[config.mk]
export PLATFORM = sky130hd
export DESIGN_NAME = ucc_source
export DESIGN_NICKNAME = d
export VERILOG_FILES = /design/src/rtl/ucc_pkg.sv /design/src/rtl/ucc_source.sv
export SDC_FILE = /design/constraint.sdc
export NUM_CORES = 1
export LEC_CHECK = 0
export BUFFER_PORTS_ARGS = -buffer_cell sky130_fd_sc_hd__clkbuf_2
export CORE_MARGIN = 5
export CORE_UTILIZATION = 40
export CTS_BUF_LIST = sky130_fd_sc_hd__clkbuf_4
export DETAILED_ROUTE_END_ITERATION = 8
export GPL_TIMING_DRIVEN = 0
export MAX_ROUTING_LAYER = met4
export PLACE_DENSITY_LB_ADDON = 0.3
export SYNTH_ARGS = -nofsm -noshare
export SYNTH_HDL_FRONTEND = slang
export SYNTH_SLANG_ARGS = --single-unit
[constraint.sdc]
create_clock -name clk -period 2.47 [get_ports clk]
set_clock_uncertainty 0.15 [all_clocks]
set_input_delay 0.6175 -clock clk [delete_from_list [all_inputs] [get_ports clk]]
set_output_delay 0.6175 -clock clk [all_outputs]
set_load 0.005 [all_outputs]
[src/rtl/ucc_pkg.sv]
package ucc_pkg;

    // One position of the serial chain: a data bit and its word marker.
    typedef struct packed {
        logic data;
        logic mark;
    } lane_t;

    typedef enum logic {
        SRC_IDLE  = 1'b0,
        SRC_SHIFT = 1'b1
    } src_state_e;

    typedef enum logic {
        RX_HUNT = 1'b0,
        RX_FILL = 1'b1
    } rx_state_e;

    // Combine a source lane with an injected inversion of its data bit.
    function automatic lane_t lane_flip(lane_t l, logic flip);
        lane_t r;
        r.data = l.data ^ flip;
        r.mark = l.mark;
        return r;
    endfunction

endpackage

[src/rtl/ucc_source.sv]
module ucc_source
    import ucc_pkg::*;
#(
    parameter int unsigned WORD_W = 32
) (
    input  logic  clk,
    input  logic  rst,
    input  logic  run_i,
    output lane_t lane_o
);
    localparam int unsigned IDX_W = $clog2(WORD_W);
    localparam logic [IDX_W-1:0] LAST_IDX = IDX_W'(WORD_W - 1);

    src_state_e        state_q;
    logic [WORD_W-1:0] gen_q;
    logic [WORD_W-1:0] shreg_q;
    logic [IDX_W-1:0]  idx_q;

    always_ff @(posedge clk) begin
        if (rst) begin
            state_q <= SRC_IDLE;
            gen_q   <= '0;
            shreg_q <= '0;
            idx_q   <= '0;
        end else begin
            case (state_q)
                SRC_IDLE: begin
                    if (run_i) begin
                        shreg_q <= gen_q;
                        gen_q   <= gen_q + 1'b1;
                        idx_q   <= '0;
                        state_q <= SRC_SHIFT;
                    end
                end
                default: begin
                    if (idx_q == LAST_IDX) begin
                        if (run_i) begin
                            shreg_q <= gen_q;
                            gen_q   <= gen_q + 1'b1;
                            idx_q   <= '0;
                        end else begin
                            state_q <= SRC_IDLE;
                        end
                    end else begin
                        shreg_q <= {shreg_q[WORD_W-2:0], 1'b0};
                        idx_q   <= idx_q + 1'b1;
                    end
                end
            endcase
        end
    end

    always_comb begin
        lane_o.data = (state_q == SRC_SHIFT) && shreg_q[WORD_W-1];
        lane_o.mark = (state_q == SRC_SHIFT) && (idx_q == '0);
    end

    // an idle generator with no run request never starts a word
    assert_idle_quiet_R9: assert property (@(posedge clk) disable iff (rst)
        (state_q == SRC_IDLE && !run_i) |=> !lane_o.mark);

    // a word in progress is never cut short
    assert_word_whole_R1: assert property (@(posedge clk) disable iff (rst)
        (state_q == SRC_SHIFT && idx_q != LAST_IDX) |=> (state_q == SRC_SHIFT && !lane_o.mark));

endmodule

==> results.md <==
- The setup-violating endpoint count in the final report is 0.
- Setup repair after global routing left no endpoint under its margin.
- Setup total negative slack on the finished layout was measured at 0 ns.
- For the pin with the worst max-slew slack, the measured transition is 0.754 ns.
- The final critical-path required period is 2.41 ns.
- The number of antenna diodes is 0.
- The number of nets in the synthesized netlist is 386.
- In this run the count of I/O pins placed on the die edge is 5.
- The total number of nets in the final design is 407.
- The number of nets with antenna violations after detailed routing is 0.
- The total overflow left after global routing is 0.
- The floorplan has 33 rows.
- The kind of start point of the critical path is a register.
- The flow ran to the end, and the final reports show no timing, DRC or antenna violations.
- STA classifies the critical path endpoint as a register.
- The floorplan step defined a die boundary enclosing 0.0103 mm².
- The final count of pins violating max slew is 0.
- The core region is 0.00818 mm².
- The setup path with the least slack is of type register to register.
- The first routing iteration left 92 violations.
- The maximum count of clock buffers along a single path is 2.
- Across all setup checks in the final design, the least slack found is 0.0594 ns.
- The relative contribution of the clock network to total power is 42.8%.
- The count of input and output buffers is 3.
- Averaged over all synthesized cells, the footprint is 8.84 µm².
- The fraction of the cycle the final worst path needs is 97.6%.
- From bottom edge to top edge, the die measures 101 µm.
- The synthesized netlist occupies a cell area of 0.00334 mm².
- The register share of total power is 49.8%.
- The sum of routed wire length over all layers is 7660 µm.
- The setup slack after placement is -0.204 ns.
- Clock tree synthesis inserted a total of 9 buffers.
- The H-tree generated during clock tree synthesis spans 3 levels.
- The largest voltage drop on the vdd net is 0.238 mV.
- The half-perimeter wire length of the detailed placement result is 5220 µm.
- Of the total power, combinational logic draws 7.4%.
- Across the run, the number of max-cap violations was 0.
- Counting flops and latches in the post-synthesis netlist gives 70.
- The clock tree root driver cell is sky130_fd_sc_hd__clkbuf_4.
- For the worst setup path, the data arrival time is 2.61 ns.
- Timing would allow up to 415 MHz.
- The detail-routed net length per standard cell is 15.0 µm.
- The instance count of the mapped netlist is 378.
- The total power divided by cell area is 625 mW/mm².
- In the routed design, unresolved DRC markers number 0.
- The initial cell density of the core is 40.9%.
- Summed over all nets, the switching power comes to 552 µW.
- The layout cell share with drive strength beyond 1 is 14.1%.
- The first global-routing pass estimated 13000 µm of wire.
- After clock tree synthesis, the clock-pin slew on the worst setup and hold paths is 0.12 ns.
- The Yosys warning count is 0.
- The path type of the worst min-delay path is register to register.
- The relative slew slack is 49.7%.
- The internal power of the cells is 1.84 mW.
- The number of failing hold endpoints at the final stage is 0.
- The endpoint required time on the critical path is 2.67 ns.
- The clock latency of the later-clocked register in the worst-skew pair is 0.42 ns.
- The fraction of the yosys area taken by sequential cells is 41.9%.
- The clock drives 70 sinks.
- The number of antenna violations at the first check in global routing is 0.
- The switching share of power is 23.0%.
- The via count of the first global-routing pass came to 2698.
- The area added between synthesis and finish is 14.7%.
- Routability-driven placement finished with a final weighted congestion of 0.801.
- In this run the worst path has a maximum fanout of 7.
- Global routing used 16.1% of the available tracks.
- The maximum number of pins on one net before global-route repair is 13.
- In this run the static leakage power is 1.40 nW.
- TritonCTS built the clock tree.
- The die is 101 µm wide.
- The final route contains 2788 vias.
- The vias per cell is 5.48.
- The first detailed-routing pass ran for 4 iterations.
- The netlist uses 34 different library cells.
==> cell usage after synthesis <==
library cell               number  area, µm²
sky130_fd_sc_hd__or3_1          7       43.8
sky130_fd_sc_hd__xor2_1         6       52.6
sky130_fd_sc_hd__o21ai_0        8       40.0
sky130_fd_sc_hd__mux2i_1       31        310
sky130_fd_sc_hd__clkbuf_1      19       71.3
sky130_fd_sc_hd__o31ai_1        9       67.6
sky130_fd_sc_hd__nand4_1        4       25.0
sky130_fd_sc_hd__nand2b_1       3       18.8
sky130_fd_sc_hd__mux2_2         8       90.1
sky130_fd_sc_hd__buf_6          3       33.8
sky130_fd_sc_hd__nor3_1         3       15.0
sky130_fd_sc_hd__nor2b_4        1       13.8
sky130_fd_sc_hd__inv_1          5       18.8
sky130_fd_sc_hd__dfxtp_1       70       1400
sky130_fd_sc_hd__or4_1          9       67.6
sky130_fd_sc_hd__nor4_1        11       68.8
sky130_fd_sc_hd__nand3_1       17       85.1
sky130_fd_sc_hd__or4_4          3       33.8
sky130_fd_sc_hd__buf_1          3       11.3
sky130_fd_sc_hd__nand2_2        1       6.26
sky130_fd_sc_hd__ha_1           5       62.6
sky130_fd_sc_hd__a21oi_1       21        105
sky130_fd_sc_hd__buf_4          1       7.51
sky130_fd_sc_hd__nor2b_1        9       56.3
sky130_fd_sc_hd__xnor2_1        2       17.5
sky130_fd_sc_hd__and2_1         2       12.5
sky130_fd_sc_hd__and3_1         5       31.3
sky130_fd_sc_hd__a211oi_1      30        225
sky130_fd_sc_hd__nand4_2        1       12.5
sky130_fd_sc_hd__nand3b_1       2       15.0
sky130_fd_sc_hd__nand2_1       18       67.6
sky130_fd_sc_hd__and4_1         4       35.0
sky130_fd_sc_hd__nor2_1        56        210
sky130_fd_sc_hd__a311oi_1       1       8.76
==> state kept, by name, indices dropped and copies added (netlist names) <==
signal / count
gen_q: 32
idx_q: 5
state_q: 1
shreg_q: 32
==> metal layers <==
layer	share of wire [%]	vias to the layer above	track usage, %	routed length, µm
li1	-	1425	-	-
met3	3.7	9	3.58	287
met1	48	1306	21.2	3710
met5	0	-	-	0
met2	47	48	24.9	3570
met4	1.2	0	4.60	90
==> area by class of cell <==
cell class / count / area (µm²)
tap: 105 / 131
sequential: 70 / 1400
buffer: 24 / 123
clock buffer: 9 / 67.6
timing repair buffer: 12 / 100
clock inverter: 7 / 136
fill: 784 / 4340
multi-input combinational: 277 / 1850
inverter: 5 / 18.8
==> placed cells by master (no fill, tap or decap), drive strengths merged, types with 3 or more instances in the layout <==
master	netlist	routed
a211oi	30	30
a21oi	21	21
and3	5	5
and4	4	4
buf	7	15
bufinv	0	4
clkbuf	19	30
dfxtp	70	70
ha	5	5
inv	5	5
mux2	8	8
mux2i	31	31
nand2	19	19
nand2b	3	3
nand3	17	17
nand4	5	5
nor2	56	56
nor2b	10	10
nor3	3	3
nor4	11	11
o21ai	8	8
o31ai	9	9
or3	7	7
or4	12	12
xor2	6	6
==> worst paths after layout <==
path	cells after the start	startpoint	slack [ns]	endpoint
worst max-delay path	9	idx_q[1]	0.06	gen_q[16]
worst min-delay path	2	shreg_q[20]	0.36	shreg_q[21]
worst max register to register	9	idx_q[1]	0.06	gen_q[16]
worst min register to register	2	shreg_q[20]	0.36	shreg_q[21]
==> logic make-up after synthesis <==
| family | synth area share, % |
|---|---|
| muxes | 12.0 |
| xor gates and xnor gates | 2.10 |
| AOI/OAI and AO/OA | 13.4 |
| adders and majority gates | 1.87 |
| DFF | 41.9 |
| buffers and inverters | 4.27 |
| and+or+nand+nor | 24.5 |
==> worst max-delay path, stage by stage (launching register included) <==
cell	delay, ns
sky130_fd_sc_hd__dfxtp_2	0.37
sky130_fd_sc_hd__ha_4	0.13
sky130_fd_sc_hd__and3_4	0.20
sky130_fd_sc_hd__ha_4	0.14
sky130_fd_sc_hd__nor2b_4	0.04
sky130_fd_sc_hd__buf_6	0.11
sky130_fd_sc_hd__or4_4	0.56
sky130_fd_sc_hd__buf_8	0.17
sky130_fd_sc_hd__or3_4	0.36
sky130_fd_sc_hd__a21oi_2	0.13
==> power by group through the flow <==
stage | clock (mW) | sequential (mW) | combinational [mW]
after global placement | 0 | 1.22 | 0.167
final | 1.03 | 1.19 | 0.178
after CTS | 1.05 | 1.19 | 0.176
after global routing | 1.10 | 1.20 | 0.200
after detailed placement | 0 | 1.22 | 0.172
after floorplan | 0 | 1.21 | 0.129
==> metrics by stage <==
stage | instances | util (%) | hold WS (ns) | total power [mW] | instance area (µm²)
final | 509 | 46.9 | 0.356 | 2.40 | 3830
after global routing | 509 | 46.9 | 0.380 | 2.50 | 3830
after CTS | 505 | 45.8 | 0.360 | 2.42 | 3740
after detailed placement | 486 | 42.8 | 0.342 | 1.39 | 3500
after global placement | 486 | 42.8 | 0.335 | 1.38 | 3500
after floorplan | 378 | - | 0.310 | 1.34 | 3350
==> what timing repair did <==
item | CTS | global route
setup buffers | 5 | 3
gates resized for setup | 3 | 10
setup endpoints to repair | 18 | 31
pin swaps | 3 | 2
gates cloned | 0 | 1
hold buffers | 0 | 0
Power figures use the tool's default switching activity.
